$ cat config.mk
export PLATFORM = sky130hd
export DESIGN_NAME = dualrail_lockstep_cmp
export DESIGN_NICKNAME = d
export VERILOG_FILES = /design/src/rtl/drc_pkg.sv /design/src/rtl/drc_rail_cmp.sv /design/src/rtl/drc_judge.sv /design/src/rtl/drc_selftest_seq.sv /design/src/rtl/dualrail_lockstep_cmp.sv
export SDC_FILE = /design/constraint.sdc
export NUM_CORES = 1
export LEC_CHECK = 0
export BUFFER_PORTS_ARGS = -buffer_cell sky130_fd_sc_hd__clkbuf_2
export CORE_ASPECT_RATIO = 0.5
export CORE_UTILIZATION = 44
export DETAILED_ROUTE_END_ITERATION = 12
export GPL_TIMING_DRIVEN = 0
export HOLD_SLACK_MARGIN = 0.03
export PLACE_DENSITY = 0.87
export SLEW_MARGIN = 20
export SYNTH_ARGS = -nofsm -noshare
export SYNTH_HDL_FRONTEND = slang
export SYNTH_HIERARCHICAL = 1
export SYNTH_SLANG_ARGS = --single-unit
$ cat constraint.sdc
create_clock -name clk -period 2.3 [get_ports clk]
set_input_delay 0 -clock clk [delete_from_list [all_inputs] [get_ports clk]]
set_output_delay 0 -clock clk [all_outputs]
set_load 0.01 [all_outputs]
$ cat src/rtl/drc_pkg.sv
package drc_pkg;

    localparam logic [1:0] RAIL_SAME = 2'b01;
    localparam logic [1:0] RAIL_DIFF = 2'b10;

    typedef enum logic [1:0] {
        SEQ_INJ  = 2'd0,
        SEQ_WAIT = 2'd1,
        SEQ_IDLE = 2'd2
    } seq_state_e;

    typedef struct packed {
        logic diverge;
        logic fault;
        logic inj_hit;
    } judge_state_t;

endpackage

$ cat src/rtl/drc_rail_cmp.sv
module drc_rail_cmp #(
    parameter int DATA_W  = 32,
    parameter int VARIANT = 0
) (
    input  logic [DATA_W-1:0] a_i,
    input  logic [DATA_W-1:0] b_i,
    output logic [1:0]        rail_o
);
    logic mis;

    generate
        if (VARIANT == 0) begin : g_xor_reduce
            assign mis = |(a_i ^ b_i);
        end else begin : g_equality
            assign mis = (a_i != b_i);
        end
    endgenerate

    assign rail_o = {mis, ~mis};
endmodule

$ cat src/rtl/drc_judge.sv
module drc_judge
    import drc_pkg::*;
(
    input  logic       clk,
    input  logic       rst_n,
    input  logic [1:0] rail_a_i,
    input  logic [1:0] rail_b_i,
    input  logic       inject_i,
    input  logic       dead_i,
    output logic       diverge_o,
    output logic       fault_o,
    output logic       inj_hit_o
);
    judge_state_t st_d, st_q;
    logic a_ok, b_ok, split, both_diff;

    always_comb begin
        a_ok      = rail_a_i[1] ^ rail_a_i[0];
        b_ok      = rail_b_i[1] ^ rail_b_i[0];
        split     = (rail_a_i != rail_b_i);
        both_diff = a_ok && b_ok && !split && (rail_a_i == RAIL_DIFF);

        st_d         = st_q;
        st_d.diverge = st_q.diverge | (both_diff & ~inject_i);
        st_d.fault   = st_q.fault | ~a_ok | ~b_ok | split | dead_i;
        st_d.inj_hit = inject_i & both_diff;
    end

    always_ff @(posedge clk or negedge rst_n) begin
        if (!rst_n) st_q <= '0;
        else        st_q <= st_d;
    end

    assign diverge_o = st_q.diverge;
    assign fault_o   = st_q.fault;
    assign inj_hit_o = st_q.inj_hit;

    assert_diverge_set_R1: assert property (@(posedge clk) disable iff (!rst_n)
        (rail_a_i == RAIL_DIFF && rail_b_i == RAIL_DIFF && !inject_i) |=> diverge_o);

    assert_diverge_sticky_R1: assert property (@(posedge clk) disable iff (!rst_n)
        diverge_o |=> diverge_o);

    assert_rail_invalid_R2: assert property (@(posedge clk) disable iff (!rst_n)
        ((rail_a_i == 2'b00) || (rail_a_i == 2'b11) ||
         (rail_b_i == 2'b00) || (rail_b_i == 2'b11)) |=> fault_o);

    assert_copies_split_R3: assert property (@(posedge clk) disable iff (!rst_n)
        (rail_a_i != rail_b_i) |=> fault_o);

    assert_inject_silent_R8: assert property (@(posedge clk) disable iff (!rst_n)
        $rose(diverge_o) |-> !$past(inject_i));
endmodule

$ cat src/rtl/drc_selftest_seq.sv
module drc_selftest_seq
    import drc_pkg::*;
#(
    parameter int PER_W = 16
) (
    input  logic             clk,
    input  logic             rst_n,
    input  logic [PER_W-1:0] period_i,
    input  logic             inj_hit_i,
    output logic             inject_o,
    output logic             dead_o,
    output logic             pass_o
);
    typedef struct packed {
        seq_state_e       st;
        logic [PER_W-1:0] cnt;
        logic             win;
        logic             pass;
    } seq_t;

    seq_t sq_d, sq_q;
    logic miss;

    always_comb begin
        sq_d = sq_q;
        miss = 1'b0;
        unique case (sq_q.st)
            SEQ_INJ: begin
                sq_d.st  = SEQ_WAIT;
                sq_d.win = 1'b0;
            end
            SEQ_WAIT: begin
                if (inj_hit_i) begin
                    sq_d.pass = 1'b1;
                    sq_d.st   = SEQ_IDLE;
                    sq_d.cnt  = period_i;
                end else if (sq_q.win) begin
                    miss      = 1'b1;
                    sq_d.pass = 1'b0;
                    sq_d.st   = SEQ_IDLE;
                    sq_d.cnt  = period_i;
                end else begin
                    sq_d.win  = 1'b1;
                end
            end
            SEQ_IDLE: begin
                if (sq_q.cnt == '0) sq_d.st  = SEQ_INJ;
                else                sq_d.cnt = sq_q.cnt - 1'b1;
            end
            default: sq_d.st = SEQ_INJ;
        endcase
    end

    always_ff @(posedge clk or negedge rst_n) begin
        if (!rst_n) begin
            sq_q.st   <= SEQ_INJ;
            sq_q.cnt  <= '0;
            sq_q.win  <= 1'b0;
            sq_q.pass <= 1'b0;
        end else begin
            sq_q <= sq_d;
        end
    end

    assign inject_o = (sq_q.st == SEQ_INJ);
    assign dead_o   = miss;
    assign pass_o   = sq_q.pass;

    assert_pulse_single_R4: assert property (@(posedge clk) disable iff (!rst_n)
        inject_o |=> !inject_o);
endmodule

$ cat src/rtl/dualrail_lockstep_cmp.sv
module dualrail_lockstep_cmp #(
    parameter int DATA_W = 32,
    parameter int PER_W  = 16
) (
    input  logic              clk,
    input  logic              rst_n,
    input  logic [DATA_W-1:0] prim_i,
    input  logic [DATA_W-1:0] chk_i,
    input  logic [PER_W-1:0]  period_i,
    output logic              diverge_o,
    output logic              cmp_fault_o,
    output logic              selftest_ok_o
);
    logic [DATA_W-1:0] prim_eff;
    logic [1:0]        rail_a_w;
    logic [1:0]        rail_b_w;
    logic              inject_w, dead_w, inj_hit_w;

    // bit 0 forced opposite to the shadow during an injection cycle
    assign prim_eff = {prim_i[DATA_W-1:1], inject_w ? ~chk_i[0] : prim_i[0]};

    drc_rail_cmp #(.DATA_W(DATA_W), .VARIANT(0)) u_cmp_a (
        .a_i(prim_eff), .b_i(chk_i), .rail_o(rail_a_w)
    );

    drc_rail_cmp #(.DATA_W(DATA_W), .VARIANT(1)) u_cmp_b (
        .a_i(prim_eff), .b_i(chk_i), .rail_o(rail_b_w)
    );

    drc_judge u_judge (
        .clk(clk), .rst_n(rst_n),
        .rail_a_i(rail_a_w), .rail_b_i(rail_b_w),
        .inject_i(inject_w), .dead_i(dead_w),
        .diverge_o(diverge_o), .fault_o(cmp_fault_o), .inj_hit_o(inj_hit_w)
    );

    drc_selftest_seq #(.PER_W(PER_W)) u_seq (
        .clk(clk), .rst_n(rst_n),
        .period_i(period_i), .inj_hit_i(inj_hit_w),
        .inject_o(inject_w), .dead_o(dead_w), .pass_o(selftest_ok_o)
    );

    assert_pass_after_hit_R6: assert property (@(posedge clk) disable iff (!rst_n)
        inj_hit_w |=> selftest_ok_o);

    assert_dead_flags_R7: assert property (@(posedge clk) disable iff (!rst_n)
        dead_w |=> (cmp_fault_o && !selftest_ok_o));
endmodule

==> flow_metrics.env, run 1 <==
export IMPL_slew_headroom_pct=40.8
export IMPL_nets=422
export IMPL_place_congestion=0.865
export IMPL_cp_required_ns=2.51
export IMPL_swShare_pct=44.8
export IMPL_rows=17
export IMPL_fmax_mhz=432
export IMPL_hold_start="period_i[2]"
export IMPL_grt_pass1_vias=2200
export IMPL_ir_drop_v=0.000341
export IMPL_synth_seq_area_share_pct=27.1
export IMPL_cts_inserted_buffers=3
export IMPL_worst_slew_pin_slew_ns=0.882
export IMPL_n_antenna_cell=0
export IMPL_violations="negative setup slack"
export IMPL_synth_cell_types=52
export IMPL_via_count=2226
export IMPL_tns_ns=-0.0152
export IMPL_whs_endpoint="u_seq/sq_q[4]"
export IMPL_root_buffer="clkbuf_8"
export IMPL_drv_cap=0
export IMPL_synth_top_cell_area_share_pct=27.1
export IMPL_yosysWarnings=6
export IMPL_p_clk_share_pct=10.9
export IMPL_n_fill_cell=388
export IMPL_vias_per_cell=5.52
export IMPL_total_power_w=0.00242
export IMPL_finalClockSkew_ns=0.00358
export IMPL_holdPathStages=3
export IMPL_arrival_ns=2.53
export IMPL_comb_power_share_pct=56.0
export IMPL_intPower_w=0.00134
export IMPL_syn_nets=324
export IMPL_drive_gt1_share_pct=33.5
export IMPL_core_area_sq_um=4510
export IMPL_grt_max_degree=24
export IMPL_r2r_slack_ns=-0.02
export IMPL_startpoint_type="register"
export IMPL_seqPwrFrac_pct=33.1
export IMPL_synth_edf_count=0
export IMPL_synthTopCellsByArea="dfrtp_1 (27%), xnor2_1 (22%), xor2_1 (7.4%)"
export IMPL_insertion_delay_ns=0.27
export IMPL_status="finished, violations left"
export IMPL_pin_count=85
export IMPL_rsz0062_at_grt="yes"
export IMPL_ctsLongestPathBuffers=2
export IMPL_drc=0
export IMPL_crit_chain="nor2_4 > mux2i_4 > xnor2_1 > nand4_1 > nor4_2 > and4_1 > and4bb_1 > a31o_1 > and4b_1"
export IMPL_crit_slowest_cell="dfrtp_2"
export IMPL_grt_pass1_wl_um=9280
export IMPL_initial_core_util_pct=47.1
export IMPL_powerDensity_nw_per_um2=851
export IMPL_hpwl_um=4300
export IMPL_r2r_start="u_seq/sq_q[18]"
export IMPL_place_ws_ns=-0.415
export IMPL_hold_viol_final=0
export IMPL_wl_per_cell_um=13.7
export IMPL_finalSetupViolations=1
export IMPL_gr_total_overflow=0
export IMPL_worst_setup_path_type="reg2reg"
export IMPL_htree_num_levels=1
export IMPL_rr_endpoint="u_judge/inj_hit_o"
export IMPL_die_area_sq_um=5130
export IMPL_synth_area_per_cell_sq_um=8.85
export IMPL_worst_slack_ns=-0.0152
export IMPL_area_growth_syn_to_layout_pct=33.9
export IMPL_max_stage_delay_ns=0.43
export IMPL_first_pass_iters=4
export IMPL_cts_clk_slew_worst_paths_ns=0.08
export IMPL_ant_nets=0
export IMPL_fin_crit_sh_pct=101
export IMPL_slew_viol_final=0
export IMPL_wirelength_um=5530
export IMPL_cts_tree="yes"
export IMPL_ys_async_sr_fraction_pct=100
export IMPL_grt_use_total_pct=23.2
export IMPL_antenna_found_initial=0
export IMPL_setup_worst_path_end_class="register"
export IMPL_synth_flop_cell="dfrtp_1"
export IMPL_synth_area_sq_um=2120
export IMPL_dieWidth_um=100
export IMPL_instances_no_fill=403
export IMPL_yosysTopAreaCell="dfrtp_1"
export IMPL_cts_sinks=23
export IMPL_power_switching_w=0.00108
export IMPL_hp_class="in2reg"
export IMPL_leakage_nw=1.18
export IMPL_netlist_instances=240
export IMPL_crit_fanout=3
export IMPL_drt_iter0_drc=130
export IMPL_die_y_um=51.1
export IMPL_r2r_cells=9
export IMPL_whs_ns=0.0405
export IMPL_place_inst=390
export IMPL_ys_ff_latch=23
export IMPL_port_buffers=84
export IMPL_post_route_min_period_ns=2.32
-- power groups by stage --
stage / sequential, W / combinational (W) / clock, W
finish: 0.000801 / 0.00136 / 0.000264
global route: 0.000819 / 0.00149 / 0.000290
CTS: 0.000787 / 0.00131 / 0.000269
detailed placement: 0.000796 / 0.00120 / 0
global placement: 0.000784 / 0.00114 / 0
floorplan: 0.000759 / 0.000875 / 0
-- worst max path at each step --
stage,startpoint,endpoint,slack [ns],cells after the start
after detailed placement,u_seq/sq_q[19],u_judge/fault_o,-0.41,10
after global placement,u_seq/sq_q[19],u_judge/fault_o,-0.25,10
after CTS,u_seq/sq_q[18],u_judge/inj_hit_o,-0.03,10
final,u_seq/sq_q[18],u_judge/inj_hit_o,-0.02,9
after floorplan,u_seq/sq_q[19],u_judge/fault_o,0.008,10
after global routing,u_seq/sq_q[18],u_judge/inj_hit_o,-0.17,10
-- worst max-delay path, delay by kind of cell (launching register included) --
kind,cells,cell delay (ns)
XOR/XNOR,1,0.15
AO/OA/AOI/OAI,1,0.14
AND/OR/NAND/NOR,6,1.24
multiplexers,1,0.28
flip-flops,1,0.43
-- routing by layer --
metal  global-route usage (%)  up-vias  routed length (um)
li1                         -     1071                   -
met2                     44.4       95                2820
met5                        0        -                   0
met4                     10.9        0                 124
met1                     25.5     1045                2260
met3                     3.83       15                 325
-- cells in the mapped netlist (2+ instances only) --
master	n
o22ai_1	4
nor4_1	6
dfrtp_1	23
o211ai_1	3
ha_1	2
and2_1	2
nand4_1	18
nand2_1	11
nor3_1	6
inv_1	11
o21ai_0	2
nor4_2	3
a221oi_1	3
o31a_1	2
xnor2_1	53
a211oi_1	2
mux2i_1	2
nor2_1	13
xor2_1	18
nand3_1	3
or4_1	2
and4_1	2
buf_4	2
a31o_1	2
clkbuf_1	6
nor2b_1	3
a21oi_1	8
or3_1	2
or2_2	3
-- logic make-up after synthesis --
group	share of synthesized area, %
AO/OA/AOI/OAI	14.2
XOR/XNOR	29.3
buffers and inverters	4.53
flip-flops	27.1
multiplexers	0.942
AND/OR/NAND/NOR	22.8
adder cells (fa/ha/maj)	1.18
-- metrics by stage --
stage | utilization, % | area (sq um)
2_1_floorplan | - | 2120
3_3_place_gp | 58.3 | 2630
3_5_place_dp | 58.3 | 2630
4_1_cts | 62.6 | 2820
5_1_grt | 63.1 | 2840
6_report | 63.1 | 2840
-- area by class of cell --
type	instances	area (sq um)	area share, %
Multi-Input combinational cell	196	1530	53.9
Sequential cell	23	578	20.3
Timing Repair Buffer	94	513	18.0
Tap cell	66	82.6	2.90
Inverter	12	47.5	1.67
Clock buffer	3	41.3	1.45
Buffer	8	41.3	1.45
Clock inverter	1	7.51	0.264
-- cells in the final DEF, fill, tap and decap left out, types with 6 or more instances in the layout --
| master | count |
|---|---|
| clkbuf_2 | 84 |
| xnor2_1 | 53 |
| dfrtp_1 | 21 |
| nand4_1 | 18 |
| xor2_1 | 18 |
| nor2_1 | 12 |
| nand2_1 | 11 |
| inv_1 | 10 |
| a21oi_1 | 8 |
| dlygate4sd3_1 | 7 |
| nor4_1 | 6 |
| clkbuf_1 | 6 |
-- sequential cells by signal (all words and copies together), names as in the netlist --
signal and count:
u_judge/fault_o 1, u_seq/pass_o 1, u_judge/inj_hit_o 1, u_judge/diverge_o 1, u_seq/sq_q 19
-- repair_timing --
action,CTS,global route
hold endpoints to repair,29,0
resized for setup,11,4
endpoints found under the setup margin,5,7
pin swaps,12,7
setup buffers,3,0
hold buffers,7,0
No activity file was read; power rests on OpenSTA's default activity.
==> run 2: changes to the inputs <==
- BUFFER_PORTS_ARGS: -buffer_cell sky130_fd_sc_hd__clkbuf_2 -> -buffer_cell sky130_fd_sc_hd__buf_4
==> run 2 against run 1 <==
  * The flow still finishes with violations (negative setup slack)
  * Sequential power up 0.6%
  * Via count down 0.54%
  * Die area unchanged
  * Maximum frequency down 0.29%
  * Clock power about the same
  * Largest power group unchanged
==> flow_metrics.env, run 2 (synthesis gave the netlist of run 1 again) <==
export IMPL_status="finished, violations left"
export IMPL_violations="negative setup slack"
export IMPL_final_cell_mix="buf_4 (90), xnor2_1 (53), dfrtp_1 (21)"
export IMPL_fmax_mhz=431
export IMPL_worst_slack_ns=-0.0219
export IMPL_setup_worst_path_end_class="register"
export IMPL_htree_num_levels=1
export IMPL_fin_util_pct=68.5
export IMPL_worst_setup_path_type="reg2reg"
export IMPL_drive_gt1_share_pct=33.2
export IMPL_whs_endpoint="u_seq/sq_q[7]"
export IMPL_crit_fanout=3
export IMPL_crit_chain="nor2_4 > mux2i_2 > xnor2_1 > nand4_1 > nor4_2 > nand4_1 > buf_4 > and4bb_1 > a31o_1 > and4b_1"
export IMPL_fin_crit_sh_pct=101
export IMPL_r2r_start="u_seq/sq_q[18]"
export IMPL_crit_top_cell="nand4_1"
export IMPL_hold_viol_final=0
export IMPL_cts_sinks=23
export IMPL_first_pass_iters=4
export IMPL_n_antenna_cell=0
export IMPL_root_buffer="clkbuf_8"
export IMPL_gr_total_overflow=0
export IMPL_drv_cap=0
export IMPL_hp_class="in2reg"
export IMPL_largest_reg_flops=19
export IMPL_arrival_ns=2.53
export IMPL_ant_nets=0
export IMPL_largest_register="u_seq/sq_q"
export IMPL_insertion_delay_ns=0.27
export IMPL_core_area_sq_um=4510
export IMPL_wl_per_cell_um=14.3
export IMPL_antenna_found_initial=0
export IMPL_rsz0062_at_grt="yes"
export IMPL_drc=0
export IMPL_die_area_sq_um=5130
export IMPL_leakage_nw=1.23
export IMPL_finalSetupViolations=1
export IMPL_post_route_min_period_ns=2.32
export IMPL_slew_headroom_pct=39.2
export IMPL_ir_drop_v=0.000323
export IMPL_drt_iter0_drc=100
export IMPL_crit_slowest_cell="dfrtp_2"
export IMPL_cts_clk_slew_worst_paths_ns=0.09
export IMPL_initial_core_util_pct=47.1
export IMPL_cts_tree="yes"
export IMPL_whs_ns=0.0567
export IMPL_cp_required_ns=2.51
export IMPL_hpwl_um=4430
export IMPL_final_common_cell="buf_4"
export IMPL_cts_inserted_buffers=3
export IMPL_dieWidth_um=100
export IMPL_holdPathStages=4
export IMPL_area_growth_syn_to_layout_pct=45.3
export IMPL_powerDensity_nw_per_um2=807
export IMPL_finalClockSkew_ns=0.00251
export IMPL_pin_count=85
export IMPL_wirelength_um=5840
export IMPL_grt_max_degree=24
export IMPL_vias_per_cell=5.41
export IMPL_rr_endpoint="u_judge/inj_hit_o"
export IMPL_grt_pass1_wl_um=9540
export IMPL_slew_viol_final=0
export IMPL_max_stage_delay_ns=0.43
export IMPL_grt_use_total_pct=23.8
export IMPL_r2r_slack_ns=-0.02
export IMPL_via_count=2214
export IMPL_port_buffers=84
export IMPL_r2r_cells=10
export IMPL_rows=17
export IMPL_startpoint_type="register"
export IMPL_ctsLongestPathBuffers=2
export IMPL_nets=428
export IMPL_grt_pass1_vias=2180
export IMPL_worst_slew_pin_slew_ns=0.905
export IMPL_die_y_um=51.1
export IMPL_hold_start="period_i[5]"
export IMPL_place_congestion=0.940
-- run 2: worst max path at each step --
stage	start	endpoint	slack (ns)	depth (start not counted)
3_5_place_dp	u_seq/sq_q[19]	u_judge/diverge_o	-0.27	10
4_1_cts	u_seq/sq_q[18]	u_judge/inj_hit_o	0.0008	10
3_3_place_gp	u_seq/sq_q[19]	u_judge/fault_o	-0.24	10
6_report	u_seq/sq_q[18]	u_judge/inj_hit_o	-0.02	10
2_1_floorplan	u_seq/sq_q[19]	u_judge/fault_o	0.008	10
5_1_grt	u_seq/sq_q[18]	u_judge/inj_hit_o	-0.23	10
-- run 2: layer usage --
layer	vias up	share of wire, %	global-route usage [%]
met5	-	0	0
met4	0	2.6	8.21
met3	15	5.2	3.83
met2	105	51	45.3
met1	1019	41	27.6
li1	1075	-	-
-- run 2: report_power, final --
group	internal, W	leakage, nW	total (W)	switching (W)
clock network	0.000123	0.0217	0.000266	0.000143
logic	0.000665	0.953	0.00142	0.000755
registers	0.000603	0.259	0.000806	0.000202
total	0.00139	1.23	0.00249	0.00110
-- run 2: cell type report --
| class | count | area (sq um) |
|---|---|---|
| Multi-Input combinational cell | 196 | 1510 |
| Clock inverter | 1 | 7.51 |
| Inverter | 12 | 47.5 |
| Timing Repair Buffer | 99 | 771 |
| Fill cell | 366 | 1420 |
| Tap cell | 66 | 82.6 |
| Clock buffer | 3 | 41.3 |
| Sequential cell | 23 | 578 |
| Buffer | 9 | 48.8 |
-- run 2: stage by stage --
stage / cells / setup TNS (ns) / total power, W / area [sq um] / worst slack [ns]
after floorplan: 240 / 0 / 0.00163 / 2120 / 0.00772
after global placement: 390 / -0.623 / 0.00198 / 2840 / -0.236
after detailed placement: 390 / -0.775 / 0.00205 / 2840 / -0.273
after CTS: 408 / 0 / 0.00242 / 3060 / 0.000795
after global routing: 409 / -0.548 / 0.00266 / 3090 / -0.226
final: 409 / -0.0219 / 0.00249 / 3090 / -0.0219
-- run 2: critical path, delay by kind of cell, from the launching register on --
kind / cells / cell delay (ns)
muxes: 1 / 0.29
and+or+nand+nor: 6 / 1.06
buffers and inverters: 1 / 0.18
AOI/OAI and AO/OA: 1 / 0.14
xor gates and xnor gates: 1 / 0.15
DFF: 1 / 0.43
-- run 2: repair_timing --
item	CTS	global route
endpoints found under the setup margin	5	9
gates resized for setup	8	3
buffers inserted	3	1
hold endpoints to repair	33	0
hold buffers	11	0
pin swaps	7	1
